<file path="config.mk">
export PLATFORM = sky130hd
export DESIGN_NAME = wocache_top
export DESIGN_NICKNAME = d
export VERILOG_FILES = /design/src/rtl/wocache_pkg.sv /design/src/rtl/wocache_store.sv /design/src/rtl/wocache_snoop.sv /design/src/rtl/wocache_ctrl.sv /design/src/rtl/wocache_top.sv
export SDC_FILE = /design/constraint.sdc
export NUM_CORES = 1
export LEC_CHECK = 0
export ABC_CLOCK_PERIOD_IN_PS = 5400
export CORE_AREA = 2 2 200 202
export CTS_CLUSTER_SIZE = 30
export DETAILED_ROUTE_END_ITERATION = 16
export DIE_AREA = 0 0 202 204
export GPL_TIMING_DRIVEN = 0
export PLACE_DENSITY = 0.88
export SYNTH_ARGS = -nofsm -noshare
export SYNTH_HDL_FRONTEND = slang
export SYNTH_HIERARCHICAL = 1
export SYNTH_SLANG_ARGS = --single-unit
</file>
<file path="constraint.sdc">
create_clock -name clk -period 5.4 [get_ports clk]
set_input_delay 1.08 -clock clk [delete_from_list [all_inputs] [get_ports clk]]
set_output_delay 1.08 -clock clk [all_outputs]
set_load 0.02 [all_outputs]
</file>
<file path="src/rtl/wocache_pkg.sv">
`timescale 1ns/1ps
// Shared types for the write-once cache controller.
package wocache_pkg;
    typedef enum logic [1:0] {
        LS_INVALID = 2'd0,
        LS_CLEAN   = 2'd1,
        LS_DIRTY   = 2'd2
    } line_state_e;

    typedef enum logic [1:0] {
        BOP_READ  = 2'd0,
        BOP_WRITE = 2'd1,
        BOP_WBACK = 2'd2
    } bus_op_e;
endpackage

</file>
<file path="src/rtl/wocache_store.sv">
`timescale 1ns/1ps
// Line storage: per-line state, tag and data, with two read ports (CPU and
// snoop index) and two write ports. Assumes the snoop update and the
// controller fill never target the same line in one cycle. If they do,
// the fill wins.
module wocache_store
    import wocache_pkg::*;
#(
    parameter int IW = 4,
    parameter int TW = 4,
    parameter int DW = 16
) (
    input  logic                clk,
    input  logic                rst_n,
    input  logic [IW-1:0]       cpu_idx,
    output line_state_e         cpu_state,
    output logic [TW-1:0]       cpu_tag,
    output logic [DW-1:0]       cpu_data,
    input  logic [IW-1:0]       snp_idx,
    output line_state_e         snp_state,
    output logic [TW-1:0]       snp_tag,
    output logic [DW-1:0]       snp_data,
    input  logic                snp_upd_en,
    input  line_state_e         snp_upd_state,
    input  logic                fill_en,
    input  logic [IW-1:0]       fill_idx,
    input  logic [TW-1:0]       fill_tag,
    input  logic [DW-1:0]       fill_data,
    input  line_state_e         fill_state
);
    localparam int LINES = 1 << IW;

    line_state_e       state_q [LINES];
    logic [TW-1:0]     tag_q   [LINES];
    logic [DW-1:0]     data_q  [LINES];

    // Line states: reset to invalid, then the snoop update and the fill.
    always_ff @(posedge clk) begin
        if (!rst_n) begin
            for (int i = 0; i < LINES; i++) state_q[i] <= LS_INVALID;
        end else begin
            if (snp_upd_en) state_q[snp_idx] <= snp_upd_state;
            if (fill_en)    state_q[fill_idx] <= fill_state;
        end
    end

    // Tag and data payload: written by the fill only.
    always_ff @(posedge clk) begin
        if (fill_en) begin
            tag_q[fill_idx]  <= fill_tag;
            data_q[fill_idx] <= fill_data;
        end
    end

    // Read ports.
    always_comb begin
        cpu_state = state_q[cpu_idx];
        cpu_tag   = tag_q[cpu_idx];
        cpu_data  = data_q[cpu_idx];
        snp_state = state_q[snp_idx];
        snp_tag   = tag_q[snp_idx];
        snp_data  = data_q[snp_idx];
    end
endmodule

</file>
<file path="src/rtl/wocache_snoop.sv">
`timescale 1ns/1ps
// Snoop responder: compares a remote transaction with the addressed line.
// On a dirty hit it inhibits memory and supplies the word. It then moves
// the line to clean (remote read) or invalid (remote write). A clean hit
// is invalidated only by a remote write. Purely combinational.
module wocache_snoop
    import wocache_pkg::*;
#(
    parameter int TW = 4,
    parameter int DW = 16
) (
    input  logic            snp_valid,
    input  logic            snp_write,
    input  logic [TW-1:0]   snp_tag,
    input  line_state_e     line_state,
    input  logic [TW-1:0]   line_tag,
    input  logic [DW-1:0]   line_data,
    output logic            inhibit,
    output logic [DW-1:0]   supply_data,
    output logic            upd_en,
    output line_state_e     upd_state
);
    logic hit;

    // Hit decision and the resulting response and state change.
    always_comb begin
        hit         = snp_valid && (line_state != LS_INVALID) && (line_tag == snp_tag);
        inhibit     = hit && (line_state == LS_DIRTY);
        supply_data = inhibit ? line_data : '0;
        upd_en      = hit && (snp_write || (line_state == LS_DIRTY));
        upd_state   = snp_write ? LS_INVALID : LS_CLEAN;
    end
endmodule

</file>
<file path="src/rtl/wocache_ctrl.sv">
`timescale 1ns/1ps
// Request sequencer: accepts one CPU request at a time when no snoop is
// present, answers hits directly, and otherwise runs an optional victim
// write-back followed by a fill or write-through on the bus. Assumes the
// CPU holds its request stable until cpu_ready, and that bus_done arrives
// only while bus_req is high.
module wocache_ctrl
    import wocache_pkg::*;
#(
    parameter int AW = 8,
    parameter int IW = 4,
    parameter int DW = 16
) (
    input  logic            clk,
    input  logic            rst_n,
    input  logic            cpu_req,
    input  logic            cpu_we,
    input  logic [AW-1:0]   cpu_addr,
    input  logic [DW-1:0]   cpu_wdata,
    output logic            cpu_ready,
    output logic [DW-1:0]   cpu_rdata,
    input  logic            snp_valid,
    input  line_state_e     line_state,
    input  logic [AW-IW-1:0] line_tag,
    input  logic [DW-1:0]   line_data,
    output logic            bus_req,
    output logic [1:0]      bus_op,
    output logic [AW-1:0]   bus_addr,
    output logic [DW-1:0]   bus_wdata,
    input  logic            bus_done,
    input  logic [DW-1:0]   bus_rdata,
    output logic            fill_en,
    output logic [IW-1:0]   fill_idx,
    output logic [AW-IW-1:0] fill_tag,
    output logic [DW-1:0]   fill_data,
    output line_state_e     fill_state
);
    localparam int TW = AW - IW;

    typedef enum logic [1:0] {ST_IDLE, ST_WBACK, ST_XFER, ST_DONE} seq_e;

    seq_e            st_q;
    logic            req_we_q;
    logic [AW-1:0]   req_addr_q;
    logic [DW-1:0]   req_wdata_q;
    bus_op_e         op_q;
    logic [AW-1:0]   baddr_q;
    logic [DW-1:0]   bdata_q;
    logic            ready_q;
    logic [DW-1:0]   rdata_q;

    logic            accept;
    logic            hit;
    logic            dirty_hit;
    logic [TW-1:0]   cpu_tag;

    // Request decode against the addressed line.
    always_comb begin
        cpu_tag   = cpu_addr[AW-1:IW];
        hit       = (line_state != LS_INVALID) && (line_tag == cpu_tag);
        dirty_hit = hit && (line_state == LS_DIRTY);
        accept    = (st_q == ST_IDLE) && cpu_req && !snp_valid;
    end

    // Line write port: local dirty write, victim release, fill install.
    always_comb begin
        fill_en    = 1'b0;
        fill_idx   = req_addr_q[IW-1:0];
        fill_tag   = req_addr_q[AW-1:IW];
        fill_data  = req_we_q ? req_wdata_q : bus_rdata;
        fill_state = req_we_q ? LS_DIRTY : LS_CLEAN;
        unique case (st_q)
            ST_IDLE: begin
                fill_idx  = cpu_addr[IW-1:0];
                fill_tag  = cpu_tag;
                fill_data = cpu_wdata;
                fill_state = LS_DIRTY;
                fill_en   = accept && cpu_we && dirty_hit;
            end
            ST_WBACK: begin
                fill_tag   = baddr_q[AW-1:IW];
                fill_data  = bdata_q;
                fill_state = LS_INVALID;
                fill_en    = bus_done;
            end
            ST_XFER:  fill_en = bus_done;
            default:  fill_en = 1'b0;
        endcase
    end

    // Sequencer state, bus transaction registers and CPU response.
    always_ff @(posedge clk) begin
        if (!rst_n) begin
            st_q        <= ST_IDLE;
            req_we_q    <= 1'b0;
            req_addr_q  <= '0;
            req_wdata_q <= '0;
            op_q        <= BOP_READ;
            baddr_q     <= '0;
            bdata_q     <= '0;
            ready_q     <= 1'b0;
            rdata_q     <= '0;
        end else begin
            ready_q <= 1'b0;
            unique case (st_q)
                ST_IDLE: if (accept) begin
                    req_we_q    <= cpu_we;
                    req_addr_q  <= cpu_addr;
                    req_wdata_q <= cpu_wdata;
                    if (hit && !cpu_we) begin
                        rdata_q <= line_data;
                        ready_q <= 1'b1;
                        st_q    <= ST_DONE;
                    end else if (cpu_we && dirty_hit) begin
                        rdata_q <= cpu_wdata;
                        ready_q <= 1'b1;
                        st_q    <= ST_DONE;
                    end else if (!hit && line_state == LS_DIRTY) begin
                        op_q    <= BOP_WBACK;
                        baddr_q <= {line_tag, cpu_addr[IW-1:0]};
                        bdata_q <= line_data;
                        st_q    <= ST_WBACK;
                    end else begin
                        op_q    <= cpu_we ? BOP_WRITE : BOP_READ;
                        baddr_q <= cpu_addr;
                        bdata_q <= cpu_wdata;
                        st_q    <= ST_XFER;
                    end
                end
                ST_WBACK: if (bus_done) begin
                    op_q    <= req_we_q ? BOP_WRITE : BOP_READ;
                    baddr_q <= req_addr_q;
                    bdata_q <= req_wdata_q;
                    st_q    <= ST_XFER;
                end
                ST_XFER: if (bus_done) begin
                    rdata_q <= req_we_q ? req_wdata_q : bus_rdata;
                    ready_q <= 1'b1;
                    st_q    <= ST_DONE;
                end
                default: st_q <= ST_IDLE;
            endcase
        end
    end

    assign bus_req   = (st_q == ST_WBACK) || (st_q == ST_XFER);
    assign bus_op    = op_q;
    assign bus_addr  = baddr_q;
    assign bus_wdata = bdata_q;
    assign cpu_ready = ready_q;
    assign cpu_rdata = rdata_q;

    // a pending transaction keeps its fields until completion.
    a_r9_bus_hold: assert property (@(posedge clk) disable iff (!rst_n)
        bus_req && !bus_done |=> bus_req && $stable(bus_addr) && $stable(bus_op) && $stable(bus_wdata));

    // the processor is never released while the bus is busy.
    a_r9_stall: assert property (@(posedge clk) disable iff (!rst_n)
        bus_req |-> !cpu_ready);

    // a completed fill returns the bus word to the processor next cycle.
    a_r2_fill_return: assert property (@(posedge clk) disable iff (!rst_n)
        bus_req && bus_done && bus_op == 2'd0 |=> cpu_ready && cpu_rdata == $past(bus_rdata));

    // a write to a dirty line completes without any bus request.
    a_r4_dirty_quiet: assert property (@(posedge clk) disable iff (!rst_n)
        accept && cpu_we && dirty_hit |=> cpu_ready && !bus_req);
endmodule

</file>
<file path="src/rtl/wocache_top.sv">
`timescale 1ns/1ps
// Write-once snooping cache controller, direct-mapped with one-word lines.
// Assumes bus arbitration outside the block serialises this cache's own
// transactions with the remote ones it snoops.
module wocache_top
    import wocache_pkg::*;
#(
    parameter int AW    = 8,
    parameter int DW    = 16,
    parameter int LINES = 16
) (
    input  logic            clk,
    input  logic            rst_n,
    input  logic            cpu_req,
    input  logic            cpu_we,
    input  logic [AW-1:0]   cpu_addr,
    input  logic [DW-1:0]   cpu_wdata,
    output logic            cpu_ready,
    output logic [DW-1:0]   cpu_rdata,
    output logic            bus_req,
    output logic [1:0]      bus_op,
    output logic [AW-1:0]   bus_addr,
    output logic [DW-1:0]   bus_wdata,
    input  logic            bus_done,
    input  logic [DW-1:0]   bus_rdata,
    input  logic            snp_valid,
    input  logic            snp_write,
    input  logic [AW-1:0]   snp_addr,
    output logic            snp_inhibit,
    output logic [DW-1:0]   snp_data
);
    localparam int IW = $clog2(LINES);
    localparam int TW = AW - IW;

    line_state_e    c_state, s_state, s_upd_state, f_state;
    logic [TW-1:0]  c_tag, s_tag, f_tag;
    logic [DW-1:0]  c_data, s_data, f_data;
    logic           s_upd_en, f_en;
    logic [IW-1:0]  f_idx;

    wocache_store #(.IW(IW), .TW(TW), .DW(DW)) u_store (
        .clk(clk), .rst_n(rst_n),
        .cpu_idx(cpu_addr[IW-1:0]), .cpu_state(c_state), .cpu_tag(c_tag), .cpu_data(c_data),
        .snp_idx(snp_addr[IW-1:0]), .snp_state(s_state), .snp_tag(s_tag), .snp_data(s_data),
        .snp_upd_en(s_upd_en), .snp_upd_state(s_upd_state),
        .fill_en(f_en), .fill_idx(f_idx), .fill_tag(f_tag), .fill_data(f_data), .fill_state(f_state)
    );

    wocache_snoop #(.TW(TW), .DW(DW)) u_snoop (
        .snp_valid(snp_valid), .snp_write(snp_write), .snp_tag(snp_addr[AW-1:IW]),
        .line_state(s_state), .line_tag(s_tag), .line_data(s_data),
        .inhibit(snp_inhibit), .supply_data(snp_data),
        .upd_en(s_upd_en), .upd_state(s_upd_state)
    );

    wocache_ctrl #(.AW(AW), .IW(IW), .DW(DW)) u_ctrl (
        .clk(clk), .rst_n(rst_n),
        .cpu_req(cpu_req), .cpu_we(cpu_we), .cpu_addr(cpu_addr), .cpu_wdata(cpu_wdata),
        .cpu_ready(cpu_ready), .cpu_rdata(cpu_rdata),
        .snp_valid(snp_valid),
        .line_state(c_state), .line_tag(c_tag), .line_data(c_data),
        .bus_req(bus_req), .bus_op(bus_op), .bus_addr(bus_addr), .bus_wdata(bus_wdata),
        .bus_done(bus_done), .bus_rdata(bus_rdata),
        .fill_en(f_en), .fill_idx(f_idx), .fill_tag(f_tag), .fill_data(f_data), .fill_state(f_state)
    );

    // once a dirty word is supplied, the line is no longer dirty.
    a_r7_supply_once: assert property (@(posedge clk) disable iff (!rst_n)
        snp_inhibit && !bus_done |=> !(snp_inhibit && snp_addr == $past(snp_addr)));
endmodule

</file>
# Yosys cells after proc, flatten, opt, wreduce, memory -nomap -nowiden
# Memories as Yosys holds them, arrays and structs flattened.
# Cells that the tools add are included.
# op_classes
n_eq_ne	12
mux	60
reduce_logical	30
# ops
cell	count
16-bit two-way mux	11
16-bit one-hot mux with 2 select lines	3
8-bit two-way mux	5
2-bit two-way mux	14
1-bit two-way mux	17
8-bit one-hot mux with 2 select lines	1
1-bit logical AND	13
4-bit two-way mux	3
4-bit equality test	2
2-bit inequality test, second input constant	4
2-bit one-hot mux with 2 select lines	2
4-bit one-hot mux with 2 select lines	1
2-bit nonzero test	4
2-bit equality test, second input constant	3
2-bit one-hot mux with 3 select lines	1
2-bit OR reduction	3
5-bit AND reduction	1
1-bit one-hot mux with 2 select lines	2
4-bit AND reduction	1
1-bit logical NOT	3
3-bit inequality test, second input constant	1
3-bit AND reduction	1
2-bit by 1-bit equality test with 1-bit output, second input constant	1
2-bit logical NOT	1
other kinds (3)	4
# totals
regBits	70
mem_bits_rw	352
inputBits	55
word_cells	114
mem_count	3
# memory_table
memory	words	width	rd	rd_clocked_by_memory_dff	wr	line	source
u_store.data_q	16	16	2	0	1	wocache_store.sv:35	logic [DW-1:0] data_q [LINES];
u_store.tag_q	16	4	2	0	1	wocache_store.sv:34	logic [TW-1:0] tag_q [LINES];
u_store.state_q	16	2	2	0	16	wocache_store.sv:33	line_state_e state_q [LINES];

# Depth between registers and ports, before layout
# logic_depth
ltp_word	11
ltp_mapped	14
depth_no_buf	10

# Modules after synthesis
# Netlist, hierarchy kept.
# by_module_without_submodules
mod	instances	cells_each	area_each_um2	seq_area_each_um2
wocache_store	1	888	16928.7	10570.1
wocache_ctrl	1	524	4052.6	1401.3
wocache_snoop	1	49	305.3	0.0

# Worst setup path after synthesis
# Ideal clock, no wire load.
# synth_path
path_type	input port to flip-flop
startpoint	input cpu_addr[0]
endpoint	memory u_store/state_q[2][0] (netlist bit), enable pin
t_arrival_ns	5.354
required_time_ns	5.101
slack_ns	-0.253
stages	12
path_cell_list	buf_6 buf_2 mux4_2 a22oi_1 nand2_1 xor2_1 nor4_1 a32oi_1 nor2_1 nand3b_1 nor3_1 or3b_2
# synth_lines
element	line	source
from (decl)	wocache_top.sv:16	input logic [AW-1:0] cpu_addr,
to (decl)	wocache_store.sv:33	

# Worst setup path in the final report
# layout_path
startpoint	input cpu_addr[1]
endpoint	memory u_store.data_q[8][8], enable pin
# layout_via
elab_chain_cells	8
word_cells_on_any_way	12
classes_between	eq/ne: 2; mux: 4; reduce/logical: 4; memory: 2
# layout_rtl
element	line	source
memory read 16 x 4 bit	--	
net c_tag[0]	wocache_top.sv:36	logic [TW-1:0] c_tag, s_tag, f_tag;
4-bit equality test	wocache_ctrl.sv:60	hit = (line_state != LS_INVALID) && (line_tag == cpu_tag);
1-bit logical AND	wocache_ctrl.sv:60	
1-bit logical AND	wocache_ctrl.sv:61	dirty_hit = hit && (line_state == LS_DIRTY);
1-bit logical AND	wocache_ctrl.sv:78	fill_en = accept && cpu_we && dirty_hit;
1-bit one-hot mux with 2 select lines	wocache_ctrl.sv:72	unique case (st_q)
net f_en	wocache_top.sv:38	logic s_upd_en, f_en;
1-bit two-way mux	wocache_store.sv:49	if (fill_en) begin
1-bit two-way mux (implied by the code)	wocache_store.sv:51	data_q[fill_idx] <= fill_data;
to (decl)	wocache_store.sv:35	
# The timed path passes the listed nets, and every way through them passes these cells.

==> results.toml <==
[route]
vias_per_cell = 7.28
drc = 0
dr.first_iter.drc_count = 2489
wl_mm = 71.9
wl_per_cell_um = 32.4
drt_first_pass_iters = 9
ant_nets = 0
via_count = 16200

[logic_synthesis]
yosysSeqAreaShare = 0.562
synthFlopType = "edfxtp_1"
avgSynthCellArea_um2 = 14.6
synthArstFlopShare = 0
syn_inst = 1461
ys_seq_elements = 422
synth_edf_count = 352
yosysWarnings = 6
synth_cell_types = 57
syn_area_um2 = 21300
synth_nets = 1520

[worst_setup_path]
end_kind = "flop"
cp.required_ns = 5.67
cp_max_fo = 15
crit_path_start_kind = "input pin"
crit_type = "input pin to flop"
worstPathArrival_ns = 5.71

[placement]
io_buffers = 113
dp_worst_setup_slack_ns = -1.71
gp_congestion = 0.964
placed_cell_area_um2 = 23600
hpwl_mm = 48.6

[grt]
grtUsageTotal = 0.347
antenna_found_initial = 0
globalRoute.totalOverflow = 0
grt_pass1_vias = 16200
grt_pass1_wl_mm = 104
grt_start_max_net_pins = 17

[clock_tree]
cts.sinks = 422
clk_latency_ns = 0.58
path_clk_slew_ns = 0.06
hold_buffers = 0
h-tree-depth = 2
tritoncts = "yes"
cts_buffer_depth = 3
cts_root_buf = "clkbuf_16"
numCtsBuffers = 42

[layout]
drive_gt1_frac = 0.263
layout.cells.most_common = "edfxtp_1"
n_fill_cell = 2584
multi_input_area_um2 = 8840
final_core_util = 0.645
finalInstanceArea_um2 = 25300
final_cell_mix = "edfxtp_1, mux4_2, nand2_1"
nets = 1723
syn2layout_area_growth_pct = 18.7
seq_area_um2 = 12000

[power_and_ir_drop]
p_sw_frac = 0.342
power.switching_uw = 3520
ir_worst_vdd_mv = 0.254
leakagePower_uw = 0.00819
power.internal_uw = 6760
comb_power_share = 0.300
p_seq_frac = 0.424
p_clk_frac = 0.276
power.density_nw_per_um2 = 407

[floorplan]
die_area_um2 = 41200
die_w_um = 202
fp-row-count = 73
initial_core_util = 0.543
dieHeight_um = 204
io_pins = 116
coreArea_um2 = 39200

[outcome]
outcome = "finished, violations left"
failed_checks = "negative setup slack"

[sta]
slew_violations = 0
max_freq_ghz = 0.184
worst_pin_slew_ns = 1.25
slew_headroom = 0.161
fin_skew_ns = 0.0257
final.period_utilization = 1.01
finalHoldViolCount = 0
setup_viol = 45
rsz0062_at_grt = "false"
setup_ws_ns = -0.0434
post-route-min-period_ns = 5.44

[job]
drv_cap = 0

[min_path]
hold_path.class = "flop to flop"
-- state kept, by name (all words and copies together), names as in the netlist --
| signal | cells |
|---|---|
| u_store/data_q | 256 |
| u_store/tag_q | 64 |
| u_store/state_q | 32 |
| u_ctrl/bus_wdata | 16 |
| u_ctrl/cpu_rdata | 16 |
| u_ctrl/req_wdata_q | 16 |
| u_ctrl/bus_addr | 8 |
| u_ctrl/req_addr_q | 8 |
| u_ctrl/bus_op | 2 |
| u_ctrl/st_q | 2 |
| u_ctrl/cpu_ready | 1 |
| u_ctrl/req_we_q | 1 |
-- stage by stage --
step	std cells	TNS [ns]	hold slack, ns	total power, uW
floorplan	1461	0	0.444	6000
global placement	2099	-806.39	0.451	6980
detailed placement	2127	-550.41	0.458	7230
CTS	2219	0	0.473	10100
global route	2220	0	0.496	10500
finish	2221	-1.02	0.469	10300
-- per-layer routing --
metal / up-vias / global-route usage / part of all wire
met1: 7791 / 0.410 / 0.31
met5: - / 0 / 0
met3: 435 / 0.0989 / 0.14
met4: 0 / 0.218 / 0.076
li1: 6254 / - / -
met2: 1684 / 0.565 / 0.47
-- worst max-delay path: stages --
cell and delay (ns):
clkdlybuf4s50_1 0.53, buf_2 0.27, buf_2 0.48, mux4_2 0.37, a22oi_1 0.33, nand2_1 0.27, xor2_1 0.26, nor4_4 0.39
a32oi_1 0.23, nor2_4 0.25, or3b_1 0.38, buf_2 0.26, nor2_4 0.37, buf_16 0.21
-- what timing repair did --
item                       CTS  global route
cloned                       0             0
hold endpoints to repair     0             0
buffers inserted            17             0
pin swaps                   11             0
resized for setup           72            31
setup endpoints to repair  401           282
-- cell usage after synthesis (5+ instances only) --
library cell | n | area [um2]
nor2_1 | 114 | 428
a32o_1 | 16 | 160
nand3b_1 | 10 | 75.1
edfxtp_1 | 352 | 10600
buf_6 | 8 | 90.1
buf_2 | 22 | 110
nor3_1 | 47 | 235
o32ai_1 | 16 | 140
or3b_2 | 5 | 43.8
nor2b_1 | 8 | 50.1
mux2i_1 | 44 | 440
mux2_2 | 37 | 417
nand4b_1 | 5 | 43.8
buf_4 | 10 | 75.1
o21ai_0 | 24 | 120
a22oi_1 | 88 | 661
inv_1 | 12 | 45.0
nand3_1 | 19 | 95.1
nand2_1 | 149 | 559
dfxtp_1 | 70 | 1400
a22oi_2 | 20 | 250
o221ai_1 | 12 | 105
nand2b_1 | 30 | 188
mux4_2 | 176 | 3960
nand4_1 | 10 | 62.6
clkbuf_1 | 75 | 282
a21oi_1 | 28 | 140
-- cell type report --
type / count / area share
antenna: 1 / 0.0000991
buffer: 125 / 0.0295
clock buffer: 52 / 0.0439
clock inverter: 23 / 0.00728
inverter: 13 / 0.00193
multi-input combinational: 901 / 0.350
sequential: 422 / 0.474
tap: 525 / 0.0260
timing repair buffer: 159 / 0.0672
-- worst paths after layout --
check	start	to	slack, ns	cells past startpoint
hold / removal	u_ctrl/cpu_rdata[10]	u_ctrl/cpu_rdata[10]	0.47	1
setup / recovery	cpu_addr[1]	u_store/data_q[8][8]	-0.04	14
hold reg to reg	u_ctrl/cpu_rdata[10]	u_ctrl/cpu_rdata[10]	0.47	1
setup reg to reg	u_store/tag_q[1][0]	u_store/data_q[8][8]	1.21	11
-- power by group through the flow --
stage | Clock [uW] | Sequential [uW] | Combinational (uW)
5_1_grt | 2950 | 4370 | 3200
2_1_floorplan | 0 | 4460 | 1540
3_3_place_gp | 0 | 4410 | 2570
6_report | 2840 | 4350 | 3080
4_1_cts | 2830 | 4340 | 2930
3_5_place_dp | 0 | 4410 | 2820
-- cell families after synthesis --
| group | share of synthesized area |
|---|---|
| adder cells (fa/ha/maj) | 0.00235 |
| AO/OA/AOI/OAI | 0.0796 |
| other | 0.000176 |
| XOR/XNOR | 0.00417 |
| buffers and inverters | 0.0338 |
| multiplexers | 0.226 |
| AND/OR/NAND/NOR | 0.0910 |
| flip-flops | 0.562 |
Note: power is estimated with default switching activity, not from simulation.
